`config.mk`:
```
export PLATFORM = sky130hd
export DESIGN_NAME = otp_burn_ctrl
export DESIGN_NICKNAME = d
export VERILOG_FILES = /design/src/rtl/otp_burn_ctrl.sv
export SDC_FILE = /design/constraint.sdc
export NUM_CORES = 1
export LEC_CHECK = 0
export BUFFER_PORTS_ARGS = -buffer_cell sky130_fd_sc_hd__buf_2
export CORE_ASPECT_RATIO = 1.25
export CORE_UTILIZATION = 52
export CTS_CLUSTER_DIAMETER = 40
export DETAILED_ROUTE_END_ITERATION = 8
export PLACE_DENSITY = 0.79
export SYNTH_ARGS = -nofsm -noshare
export SYNTH_HDL_FRONTEND = slang
export SYNTH_SLANG_ARGS = --single-unit
export TNS_END_PERCENT = 100
```
`constraint.sdc`:
```
create_clock -name clk -period 5.5 [get_ports clk]
set_input_delay 0 -clock clk [delete_from_list [all_inputs] [get_ports clk]]
set_output_delay 0 -clock clk [all_outputs]
set_load 0.005 [all_outputs]
```
`src/rtl/otp_burn_ctrl.sv`:
```
module otp_burn_ctrl #(
  parameter int AW         = 20,
  parameter int DW         = 16,
  parameter int CLK_KHZ    = 125000,
  parameter int MAX_PULSES = 25,
  parameter int SU_NS      = 2000,
  parameter int HD_NS      = 2000,
  parameter int GAP_NS     = 2000,
  parameter int PW_NS      = 50000,
  parameter int ACC_NS     = 120
) (
  input  logic          clk,
  input  logic          rst_n,
  input  logic          start,
  input  logic [AW-1:0] base_addr,
  input  logic [AW-1:0] word_count,
  output logic [AW-1:0] src_idx,
  input  logic [DW-1:0] src_data,
  output logic [AW-1:0] mem_addr,
  output logic [DW-1:0] mem_wdata,
  output logic          mem_wdata_oe,
  input  logic [DW-1:0] mem_rdata,
  output logic          mem_ce_n,
  output logic          mem_oe_n,
  output logic          mem_hv_en,
  output logic          mem_vsel,
  output logic          done,
  output logic          fail,
  output logic [AW-1:0] fail_addr,
  output logic [1:0]    fail_phase
);

  function automatic int ns2cyc(input int ns);
    longint v;
    v = (longint'(ns) * longint'(CLK_KHZ) + longint'(999999)) / longint'(1000000);
    return (v < 1) ? 1 : int'(v);
  endfunction

  localparam int T_SU  = ns2cyc(SU_NS);
  localparam int T_HD  = ns2cyc(HD_NS);
  localparam int T_GAP = ns2cyc(GAP_NS);
  localparam int T_PW  = ns2cyc(PW_NS);
  localparam int T_ACC = ns2cyc(ACC_NS);
  localparam int TW    = $clog2(T_SU + T_HD + T_GAP + T_PW + T_ACC + 1);
  localparam int CW    = $clog2(MAX_PULSES + 1);

  typedef enum logic [3:0] {
    S_IDLE, S_ZERO, S_LOAD, S_PRE, S_SU, S_PW, S_HD, S_GAP, S_VER, S_NEXT, S_CLOAD, S_CRD
  } st_t;

  st_t           st;
  logic [TW-1:0] tmr;
  logic [CW-1:0] npul;
  logic [AW-1:0] idx, base_q, cnt_q, addr_q;
  logic [DW-1:0] wd;
  logic          chk_lo;

  logic [AW-1:0] idx_nx;
  logic          tdone, last;
  assign idx_nx = idx + 1'b1;
  assign tdone  = (tmr == '0);
  assign last   = (idx_nx == cnt_q);

  assign src_idx      = idx;
  assign mem_addr     = addr_q;
  assign mem_wdata    = wd;
  assign mem_ce_n     = !(st == S_PW || st == S_CRD);
  assign mem_oe_n     = !(st == S_PRE || st == S_VER || st == S_CRD);
  assign mem_wdata_oe = (st == S_SU || st == S_PW || st == S_HD);
  assign mem_hv_en    = (st == S_LOAD || st == S_PRE || st == S_SU || st == S_PW ||
                         st == S_HD || st == S_GAP || st == S_VER || st == S_NEXT);
  assign mem_vsel     = !chk_lo;

  always_ff @(posedge clk or negedge rst_n) begin
    if (!rst_n) begin
      st         <= S_IDLE;
      tmr        <= '0;
      npul       <= '0;
      idx        <= '0;
      base_q     <= '0;
      cnt_q      <= '0;
      addr_q     <= '0;
      wd         <= '0;
      chk_lo     <= 1'b0;
      done       <= 1'b0;
      fail       <= 1'b0;
      fail_addr  <= '0;
      fail_phase <= 2'd0;
    end else begin
      if (st != S_IDLE && st != S_ZERO && !tdone) tmr <= tmr - 1'b1;
      case (st)
        S_IDLE: if (start) begin
          done       <= 1'b0;
          fail       <= 1'b0;
          fail_addr  <= '0;
          fail_phase <= 2'd0;
          base_q     <= base_addr;
          cnt_q      <= word_count;
          idx        <= '0;
          chk_lo     <= 1'b0;
          st         <= (word_count == '0) ? S_ZERO : S_LOAD;
        end
        S_ZERO: begin
          done <= 1'b1;
          st   <= S_IDLE;
        end
        S_LOAD: begin
          addr_q <= base_q + idx;
          wd     <= src_data;
          npul   <= '0;
          tmr    <= TW'(T_ACC - 1);
          st     <= S_PRE;
        end
        S_PRE: if (tdone) begin
          if ((wd & ~mem_rdata) != '0) begin
            done       <= 1'b1;
            fail       <= 1'b1;
            fail_addr  <= addr_q;
            fail_phase <= 2'd0;
            st         <= S_IDLE;
          end else begin
            tmr <= TW'(T_SU - 1);
            st  <= S_SU;
          end
        end
        S_SU: if (tdone) begin
          tmr <= TW'(T_PW - 1);
          st  <= S_PW;
        end
        S_PW: if (tdone) begin
          npul <= npul + 1'b1;
          tmr  <= TW'(T_HD - 1);
          st   <= S_HD;
        end
        S_HD: if (tdone) begin
          tmr <= TW'(T_GAP - 1);
          st  <= S_GAP;
        end
        S_GAP: if (tdone) begin
          tmr <= TW'(T_ACC - 1);
          st  <= S_VER;
        end
        S_VER: if (tdone) begin
          if (mem_rdata == wd) begin
            st <= S_NEXT;
          end else if (npul == CW'(MAX_PULSES)) begin
            done       <= 1'b1;
            fail       <= 1'b1;
            fail_addr  <= addr_q;
            fail_phase <= 2'd0;
            st         <= S_IDLE;
          end else begin
            tmr <= TW'(T_SU - 1);
            st  <= S_SU;
          end
        end
        S_NEXT: begin
          if (last) begin
            idx <= '0;
            st  <= S_CLOAD;
          end else begin
            idx <= idx_nx;
            st  <= S_LOAD;
          end
        end
        S_CLOAD: begin
          addr_q <= base_q + idx;
          wd     <= src_data;
          tmr    <= TW'(T_ACC - 1);
          st     <= S_CRD;
        end
        S_CRD: if (tdone) begin
          if (mem_rdata != wd) begin
            done       <= 1'b1;
            fail       <= 1'b1;
            fail_addr  <= addr_q;
            fail_phase <= chk_lo ? 2'd2 : 2'd1;
            chk_lo     <= 1'b0;
            st         <= S_IDLE;
          end else if (!last) begin
            idx <= idx_nx;
            st  <= S_CLOAD;
          end else if (!chk_lo) begin
            chk_lo <= 1'b1;
            idx    <= '0;
            st     <= S_CLOAD;
          end else begin
            chk_lo <= 1'b0;
            done   <= 1'b1;
            st     <= S_IDLE;
          end
        end
        default: st <= S_IDLE;
      endcase
    end
  end

endmodule

```
* Word level (Yosys, flattened, before mapping) *
Index checks and enable logic that the tools add are counted.

word-level totals
  flip-flop bits (word level) = 143
  bits of input ports = 75
  output and inout bits = 85
  word-level logic and storage cells = 161

cells by class
  $add $sub $neg = 4
  equality and inequality tests = 32
  multiplexer cells = 73
  bitwise operators = 2
  reduce and logical (&&, ||, !) cells = 37

operators by type and width
  cell                     number
  $mux W20                 13
  $mux W13                 9
  $pmux W20 S4             1
  $pmux W13 S6             1
  $pmux W20 S3             1
  $mux W4                  13
  $pmux W4 S11             1
  $add A20 B1 Y20 const B  1
  $add A20 B20 Y20         1
  $eq A20 B20 Y1           1
  $logic_not A20 Y1        1
  $mux W2                  10
  $ne A2 B2 Y1 const B     10
  $and A16 B16 Y16         1
  $eq A16 B16 Y1           1
  $eq A4 B3 Y1 const B     4
  $eq A4 B4 Y1 const B     4
  $mux W1                  16
  $ne A16 B16 Y1           1
  $not A16 Y16             1
  $reduce_bool A16 Y1      1
  $logic_not A13 Y1        1
  $sub A13 B1 Y13 const B  1
  $logic_or A1 B1 Y1       12
  other kinds (29)         42

* Logic depth before layout (Yosys ltp) *
Gate-level depths: netlist of the first run.

  depth after elaboration = 8
  mapped depth = 13
  gate-level depth less buffers = 12

* Least setup slack after synthesis of the first run *
OpenSTA, ideal clock, no wires.

  path type = register to register
  from = reg idx[4] (netlist: src_idx[4])
  to = reg idx[16] (netlist: src_idx[16])
  setup time = 0.076 ns
  data arrival time = 2.974 ns
  required time = 5.424 ns
  setup slack = 2.450 ns
  cell stages (with the launch flop) = 14
  path buffers = 4
  clock period less this slack = 3.050 ns
  cells stage by stage = dfrtp_1 > buf_2 > nand4_2 > or4_1 > buf_2 > or3_4 > nor2_2 > nor4_1 > and3_1 > buf_6 > or3_4 > buf_6 > or3_1 > o21ai_1

between the ends
  longest elaborated chain between the ends = 6
  elaborated cells between the ends (all ways) = 9
  those cells by class = 1 x add/sub; 2 x eq/ne; 5 x mux; 1 x reduce/logical

RTL lines
  element                 line  source
  from (decl)             54    logic [AW-1:0] idx, base_q, cnt_q, addr_q;
  from (signal assigned)  162   idx <= idx_nx;
  from (signal assigned)  181   idx <= idx_nx;
  $add A20 B1 Y20 (*)     60    assign idx_nx = idx + 1'b1;
  $eq A20 B20 Y1          62    assign last = (idx_nx == cnt_q);
  $mux W20                180   end else if (!last) begin
  $mux W20                173   if (mem_rdata != wd) begin
  $mux W20                172   S_CRD: if (tdone) begin
  $pmux W20 S3            91    case (st)

Mark *: on every way between the ends. The rest lies on a longest branch, timed or not. The select of a mux whose other input is x is not followed.
A chain may end at the register's enable or synchronous reset.

* Final worst setup path of the first run *
  from = reg idx[0] (netlist: src_idx[0])
  to = reg idx[4] (netlist: src_idx[4])

The elaborated chain is that of the path after synthesis.

==> summary.txt, run 1 <==
Timing
  • Final Hold Fails: 0
  • Minimum clock period: 3970 ps
  • Max Clock Skew: 9.40 ps
  • Fin crit share: 72.2%
  • Fin. max-slew vios: 0
  • Slew Limit Headroom: 23.8%
  • Unrepaired setup endpoints after global routing: no
  • Max Clk Rate: 0.252 GHz
  • # setup viols final: 0
  • Post-route setup TNS: 0 ps
  • Actual transition at the worst max-transition pin: 1140 ps

Finish
  • Final Non-Filler Cells: 1,337
  • FILL cells: 1,276
  • N_diodes: 0
  • Most frequent cells in the layout: nand2_1, buf_2, dfrtp_1
  • Fin area: 0.0104 mm2
  • Layout Nets: 1,229
  • Area grow syn2layout: 26.1%
  • Share of layout cells above drive strength 1: 22.5%
  • Most common cell after layout, fill and taps aside: nand2_1

Min path
  • Min-delay worst type: primary input to asynchronous set/reset pin

Critical path
  • WP data arrival: 4290 ps
  • Crit end category: register
  • Crit-path cells: ha_1, nand2_1, nor4_1, xnor2_1, nor2_1, nor4_1, and3_1, a21o_1, o21ai_0, a22o_1
  • CP max-delay cell: a21o_1
  • Crit Path Category: register to register
  • CP dominant cell by count: nor4_1
  • Crit path max fanout: 22
  • CP Launch Type: register
  • CP max stage delay: 660 ps
  • Worst Path Required: 5810 ps

Route
  • Wire per inst: 17.0 um
  • First drt pass iteration count: 5
  • DRT Wirelength: 22,700 um
  • ANT nets after route: 0
  • Drt initial violations: 532
  • Vias: 7,640
  • Vias per cell: 5.71
  • DRC Markers: 0

Global route
  • Vias in the first global route: 7,460
  • First-pass GRT wire length: 36,900 um
  • Initial antenna violation count: 0
  • GRT overflow: 0
  • GRT Resource Usage Total: 29.1%
  • Pin count of the biggest net entering global routing: 76

Floorplan
  • Core Area: 0.0156 mm2
  • DIE HEIGHT: 143 um
  • Row cnt: 51
  • Initial cell density of the core: 53.2%
  • IO Count: 160
  • Die width: 115 um
  • DIE AREA: 0.0164 mm2

Yosys
  • Seq cells post-synth: 143
  • Number of flops mapped to enable cells by yosys: 0
  • Ys Warns: 0
  • Synthesized area: 0.00828 mm2
  • Post-synthesis sequential area ratio: 43.2%
  • Most used DFF post-synth: dfrtp_1
  • Unique masters post-synth: 61
  • Syn avg cell area: 9.05 um2
  • Post-synthesis cell count: 915
  • Ys async rst share: 100%
  • Post-synthesis net count: 1,030

CTS
  • CTS tree: yes
  • Clock Sinks: 143
  • Total CTS buffers: 17
  • CTS root buf: clkbuf_16
  • H-tree levels: 4
  • Worst-Skew Late Latency: 430 ps
  • # resized after CTS: 0
  • Clock Tree Buf Depth: 2
  • Clock Pin Slew Worst Setup and Hold Paths: 60 ps

Placement
  • Placed Cells: 1,250
  • # port buffers: 159
  • Hpwl dp: 15,500 um
  • GP Congestion: 0.926
  • Placed Instance Area: 0.00922 mm2

Power
  • Clk pwr share: 52.7%
  • Combinational share of power: 4.0%
  • Int Pwr: 0.00194 W
  • PD cells: 233 mW/mm2
  • Overall power: 0.00243 W
  • Leak: 5.06 nW
  • Net Sw Frac: 20.3%
  • NetSw: 0.000493 W
  • Reg power frac: 43.3%
  • Peak supply drop: 184 uV

Job
  • MaxCap Viol Count: 0

Run status
  • Outcome: finished, final reports clean
==> per-stage QoR <==
| step | setup WS, ps | util, % | hold WS [ps] |
|---|---|---|---|
| after global placement | 1730 | 59.2 | 58.1 |
| after global routing | 1160 | 67.0 | 206 |
| after detailed placement | 1640 | 59.2 | 67.0 |
| after floorplan | 2450 | - | -296 |
| final | 1530 | 67.0 | 158 |
| after CTS | 1610 | 67.0 | 186 |
==> final timing paths <==
kind | from | to | cells past startpoint | slack [ps]
max | src_idx[0] | src_idx[4] | 10 | 1530
min | rst_n | mem_wdata[13] | 2 | 160
max reg2reg | src_idx[0] | src_idx[4] | 10 | 1530
min reg2reg | fail_addr[12] | fail_addr[12] | 2 | 470
max in group asynchronous | rst_n | mem_addr[10] | 3 | 4020
min in group clk | start | st[0] | 8 | 310
==> cells in the mapped netlist (all sizes together) (3+ instances only) <==
| cell type | n | share of area [%] |
|---|---|---|
| xnor2 | 25 | 2.6 |
| a21oi | 29 | 1.8 |
| nor3 | 26 | 1.6 |
| buf | 11 | 0.79 |
| o221ai | 3 | 0.32 |
| dfrtp | 143 | 43 |
| nor4 | 15 | 1.1 |
| a21o | 12 | 1.1 |
| or2 | 4 | 0.30 |
| nand2b | 5 | 0.38 |
| and3 | 9 | 0.68 |
| mux2 | 43 | 5.9 |
| nand2 | 165 | 7.5 |
| a31o | 3 | 0.32 |
| nand3 | 21 | 1.3 |
| nand3b | 7 | 0.63 |
| and4 | 5 | 0.53 |
| o21ai | 92 | 5.6 |
| o31ai | 11 | 1.0 |
| nand4 | 16 | 1.4 |
| mux2i | 3 | 0.36 |
| a31oi | 3 | 0.23 |
| o211ai | 5 | 0.45 |
| clkbuf | 30 | 1.4 |
| nor2 | 51 | 2.4 |
| o2111ai | 4 | 0.42 |
| o22ai | 4 | 0.30 |
| or3 | 14 | 1.2 |
| o21a | 4 | 0.36 |
| xor2 | 28 | 3.0 |
| ha | 39 | 5.9 |
| and2 | 7 | 0.53 |
| nor2b | 7 | 0.53 |
| or4 | 6 | 0.54 |
| inv | 40 | 1.8 |
==> power groups by stage <==
| stage | clock (W) | combinational (W) | sequential, W |
|---|---|---|---|
| finish | 0.00128 | 0.0000977 | 0.00105 |
| global route | 0.00134 | 0.000109 | 0.00105 |
| CTS | 0.00130 | 0.0000952 | 0.00105 |
| detailed placement | 0 | 0.0000641 | 0.00107 |
| global placement | 0 | 0.0000627 | 0.00107 |
| floorplan | 0 | 0.00000952 | 0.00107 |
==> repair_timing <==
action	4_1_cts	5_1_grt
hold endpoints to repair	130	0
buffers inserted	0	0
hold buffers	57	0
==> metal layers <==
layer,vias to the layer above,routed length (um),track usage [%]
li1,3624,-,-
met5,-,0,0
met3,85,1380,6.28
met2,335,10900,47.3
met4,0,889,13.8
met1,3596,9520,36.7
==> final cells by class <==
type | count | area [um2] | share of cell area (%)
Inverter | 40 | 150 | 1.44
Clock buffer | 20 | 467 | 4.47
Multi-Input combinational cell | 691 | 4380 | 42.0
Sequential cell | 143 | 3580 | 34.3
Timing Repair Buffer | 221 | 1410 | 13.5
Tap cell | 212 | 265 | 2.54
Clock inverter | 10 | 184 | 1.76
==> cells by family after synthesis <==
family                     count (synthesis)  synth area share, %
AOI/OAI and AO/OA                        191                 14.0
xor gates and xnor gates                  53                 5.61
adders and majority gates                 40                 6.14
buffers and inverters                     81                 3.98
DFF                                      143                 43.2
muxes                                     46                 6.21
and+or+nand+nor                          361                 20.9
==> critical path: cells and delay by family (launching register included) <==
kind                     cells  cell delay, ps
XOR/XNOR                     1             190
flip-flops                   1             520
adder cells (fa/ha/maj)      1             320
AO/OA/AOI/OAI                3            1070
AND/OR/NAND/NOR              5            1740
==> state kept, by name (all words and copies together), names as in the netlist, 2 cells and up <==
register and cells:
mem_wdata 16, npul 5, tmr 13, src_idx 20, fail_phase 2, cnt_q 20
st 4, fail_addr 20, base_q 20, mem_addr 20
Power figures use the tool's default switching activity.
==> inputs of run 2 (changes only) <==
- clock period: 5.5 -> 4 ns (I/O delays scaled with it)
==> run 2 against run 1 <==
Against the previous run: sequential share of layout area fell by 0.24 points; flip-flop and latch count unchanged; first-iteration DRC count shrank 4.3%; cell count grew 0.52%; clock power up 42%; clock skew shrank 0.73 ps; non-clock buffer count rose by 6; critical path type unchanged; largest power group unchanged.
==> summary.txt, run 2 (synthesis results as in run 1) <==
Timing
  • Fin. max-slew vios: 0
  • Slew Limit Headroom: 50.3%
  • Final Hold Fails: 0
  • Hold Slack: 155 ps
  • Post-route setup TNS: 0 ps
  • Post-route setup slack: 373 ps
  • Minimum clock period: 3630 ps
  • # setup viols final: 0
  • Fin crit share: 90.7%
  • Actual transition at the worst max-transition pin: 739 ps
  • Unrepaired setup endpoints after global routing: no
  • Max Clock Skew: 8.67 ps
  • Max Clk Rate: 0.276 GHz

Floorplan
  • DIE HEIGHT: 143 um
  • Core Area: 0.0156 mm2
  • Initial cell density of the core: 53.2%
  • DIE AREA: 0.0164 mm2
  • Row cnt: 51
  • IO Count: 160
  • Die width: 115 um

Finish
  • Share of layout cells above drive strength 1: 22.8%
  • Layout Nets: 1,235
  • Area grow syn2layout: 27.0%
  • Most common cell after layout, fill and taps aside: nand2_1
  • N_diodes: 0
  • Most frequent cells in the layout: nand2_1, buf_2, dfrtp_1
  • FILL cells: 1,277
  • Register area: 0.00358 mm2
  • Area of the multi-input gates: 0.00438 mm2
  • Fin util: 67.5%

Critical path
  • Critical R2R Launch: src_idx[0]
  • CP max stage delay: 630 ps
  • Worst path buffer plus inverter count: 1
  • Top delay family on crit path: simple AND/OR/NAND/NOR gates
  • Crit Path Category: register to register
  • Crit path max fanout: 13
  • WP data arrival: 3960 ps
  • Crit end category: register
  • CP Launch Type: register
  • Crit. Startpoint: src_idx[0]
  • Crit-path cells: ha_1, nand2_1, nor4_1, xnor2_1, nor2_1, nor4_1, and3_1, a21o_1, buf_4, o21ai_0, o21ai_0
  • CP max-delay cell: nor4_1
  • Worst Path Required: 4330 ps

Global route
  • Initial antenna violation count: 0
  • GRT overflow: 0
  • First-pass GRT wire length: 37,000 um
  • Vias in the first global route: 7,564
  • GRT Resource Usage Total: 29.1%
  • Pin count of the biggest net entering global routing: 69

Job
  • MaxCap Viol Count: 0

CTS
  • Clock Sinks: 143
  • Post-CTS Hold Fix Bufs: 58
  • CTS root buf: clkbuf_16
  • # resized after CTS: 0
  • CTS tree: yes
  • Total CTS buffers: 17
  • Worst-Skew Late Latency: 430 ps
  • H-tree levels: 4
  • Clock Pin Slew Worst Setup and Hold Paths: 60 ps
  • Total setup buffers inserted after CTS: 0
  • Clock Tree Buf Depth: 2

Placement
  • Hpwl dp: 15,500 um
  • # port buffers: 159
  • Setup slack at placement: 475 ps
  • GP Congestion: 0.931

Route
  • Drt initial violations: 509
  • DRT Wirelength: 22,800 um
  • Vias per cell: 5.70
  • Vias: 7,664
  • Wire per inst: 17.0 um
  • ANT nets after route: 0
  • DRC Markers: 0
  • First drt pass iteration count: 6

Power
  • Leak: 5.11 nW
  • Peak supply drop: 309 uV
  • Overall power: 0.00340 W
  • PD cells: 323 mW/mm2

Min path
  • Min-delay worst type: primary input to asynchronous set/reset pin

Run status
  • Outcome: finished, final reports clean
==> run 2: path summary, 6_finish.rpt <==
| kind | to | cells after the start | slack (ps) |
|---|---|---|---|
| max in group asynchronous | mem_addr[19] | 3 | 2870 |
| min in group clk | mem_wdata[6] | 4 | 290 |
| worst max register to register | src_idx[13] | 11 | 370 |
| worst max-delay path | src_idx[13] | 11 | 370 |
| worst min register to register | fail_addr[13] | 2 | 470 |
| worst min-delay path | mem_wdata[10] | 2 | 160 |
==> run 2: metal layers <==
layer / part of all wire (%) / global-route usage (%) / up-vias
met4: 3.8 / 14.4 / 0
met2: 49 / 49.2 / 305
li1: - / - / 3629
met5: 0 / 0 / -
met1: 42 / 35.8 / 3665
met3: 5.3 / 4.75 / 65
==> run 2: metrics by stage <==
stage	instance area [um2]	std cells
finish	10500	1344
global route	10500	1344
CTS	10500	1344
detailed placement	9250	1255
global placement	9250	1255
floorplan	8280	915
==> run 2: where the power goes <==
group | switching [W] | internal [W] | total (W)
clock network | 0.000601 | 0.00122 | 0.00182
logic | 0.0000634 | 0.0000722 | 0.000136
registers | 0 | 0.00145 | 0.00145
total | 0.000665 | 0.00273 | 0.00340
==> run 2: area by class of cell <==
type	instances	share of cell area (%)
Clock buffer	21	4.48
Clock inverter	10	1.96
Inverter	40	1.43
Multi-Input combinational cell	691	41.7
Sequential cell	143	34.0
Tap cell	212	2.52
Timing Repair Buffer	227	13.9
==> inputs of run 3 (changes only) <==
- BUFFER_PORTS_ARGS: -buffer_cell sky130_fd_sc_hd__buf_2 -> -buffer_cell sky130_fd_sc_hd__clkbuf_2
==> run 3 against run 2 <==
Against the previous run: flip-flop and latch count unchanged; sequential share of layout area grew 0.13 points; hold slack improved by 93 ps; setup slack improved by 74 ps; critical path depth stayed put; combinational power is essentially flat; via count fell by 0.52%; die area unchanged; cell count barely moved; final area fell by 0.37%; largest cell class unchanged.
==> summary.txt, run 3 (synthesis results as in run 1) <==
CTS
  • Total CTS buffers: 17
  • Post-CTS Hold Fix Bufs: 58
  • Total setup buffers inserted after CTS: 0
  • Worst-Skew Late Latency: 430 ps
  • H-tree levels: 4
  • # resized after CTS: 0
  • CTS root buf: clkbuf_16
  • Clock Tree Buf Depth: 2
  • CTS tree: yes
  • Clock Pin Slew Worst Setup and Hold Paths: 60 ps
  • Clock Sinks: 143

Route
  • WL met3: 1340 um
  • Vias: 7,624
  • M1 wire length: 9310 um
  • Wire per inst: 16.5 um
  • DRC Markers: 0
  • Drt initial violations: 640
  • DR top layer: met4
  • DRT Wirelength: 22,200 um
  • Vias per cell: 5.67
  • Routed wl met2: 10,700 um
  • ANT nets after route: 0
  • First drt pass iteration count: 6

Finish
  • Share of layout cells above drive strength 1: 22.9%
  • Most common cell after layout, fill and taps aside: nand2_1
  • Most frequent cells in the layout: nand2_1, clkbuf_2, dfrtp_1
  • N_diodes: 0
  • Final Non-Filler Cells: 1,345
  • Area grow syn2layout: 26.5%
  • Layout Nets: 1,235
  • Register area: 0.00358 mm2
  • Area of the multi-input gates: 0.00438 mm2
  • FILL cells: 1,259

Timing
  • Unrepaired setup endpoints after global routing: no
  • Max Clock Skew: 7.90 ps
  • # setup viols final: 0
  • Fin. max-slew vios: 0
  • Max Clk Rate: 0.281 GHz
  • Actual transition at the worst max-transition pin: 1070 ps
  • Final Hold Fails: 0
  • Post-route setup TNS: 0 ps
  • Minimum clock period: 3550 ps
  • Slew Limit Headroom: 29.0%
  • Fin crit share: 88.8%

Run status
  • Outcome: finished, final reports clean

Floorplan
  • Row cnt: 51
  • IO Count: 160
  • Die width: 115 um
  • DIE HEIGHT: 143 um
  • DIE AREA: 0.0164 mm2
  • Initial cell density of the core: 53.2%
  • Core Area: 0.0156 mm2

Global route
  • Vias in the first global route: 7,405
  • First-pass GRT wire length: 36,400 um
  • GRT Resource Usage Total: 28.5%
  • GRT overflow: 0
  • Initial antenna violation count: 0
  • Pin count of the biggest net entering global routing: 114

Critical path
  • Crit path max fanout: 13
  • Crit Path Category: register to register
  • Crit end category: register
  • Critical R2R Launch: src_idx[0]
  • CP Launch Type: register
  • Crit. Startpoint: src_idx[0]
  • WP data arrival: 3900 ps
  • Worst Path Required: 4340 ps

Placement
  • GP Congestion: 0.961
  • Hpwl dp: 15,100 um
  • # port buffers: 159
  • Placed Cells: 1,255

Job
  • MaxCap Viol Count: 0

Power
  • PD cells: 313 mW/mm2
  • Leak: 5.07 nW
  • Peak supply drop: 239 uV

Min path
  • Min-delay worst type: primary input to asynchronous set/reset pin
## run 3: path summary, 6_finish.rpt
path | to | slack (ps) | cells after the start
worst max register to register | src_idx[2] | 450 | 11
worst min register to register | fail_addr[15] | 470 | 2
min in group clk | mem_wdata[11] | 300 | 4
worst max-delay path | src_idx[2] | 450 | 11
worst min-delay path | mem_wdata[13] | 250 | 2
max in group asynchronous | src_idx[18] | 2660 | 3
## run 3: critical path, stage by stage, from the launching register on
cell and delay, ps:
dfrtp_1 520, ha_1 340, nand2_1 210, nor2_1 270, nand3_1 160, mux2_2 300
nor4_1 320, and3_1 470, a21o_1 400, buf_4 250, o21ai_0 110, o21ai_0 110
## run 3: layout make-up
cell class / instances / share of cell area (%)
Clock buffer: 20 / 4.36
Clock inverter: 12 / 1.73
Inverter: 40 / 1.43
Multi-Input combinational cell: 691 / 41.9
Sequential cell: 143 / 34.2
Tap cell: 212 / 2.53
Timing Repair Buffer: 227 / 13.9
## run 3: power by group
| part | switching, W | internal [W] | total, W |
|---|---|---|---|
| combinational | 0.0000637 | 0.0000719 | 0.000136 |
| clock | 0.000619 | 0.00108 | 0.00170 |
| sequential | 0 | 0.00145 | 0.00145 |
| total | 0.000682 | 0.00260 | 0.00328 |
## run 3: metrics by stage
stage                     util, %  hold WS, ps  setup WS [ps]  total power [W]  instance area, um2
final                        67.3          248            447          0.00328               10500
after CTS                    67.3          297            472          0.00330               10500
after global routing         67.3          323            188          0.00338               10500
after detailed placement     59.4          193            513          0.00156                9250
after global placement       59.4          194            633          0.00156                9250
after floorplan                 -         -296            950          0.00149                8280
## run 3: per-layer routing
metal / track usage (%) / vias up
met5: 0 / -
met3: 6.11 / 78
met4: 12.7 / 0
met1: 36.4 / 3587
met2: 46.3 / 319
li1: - / 3640
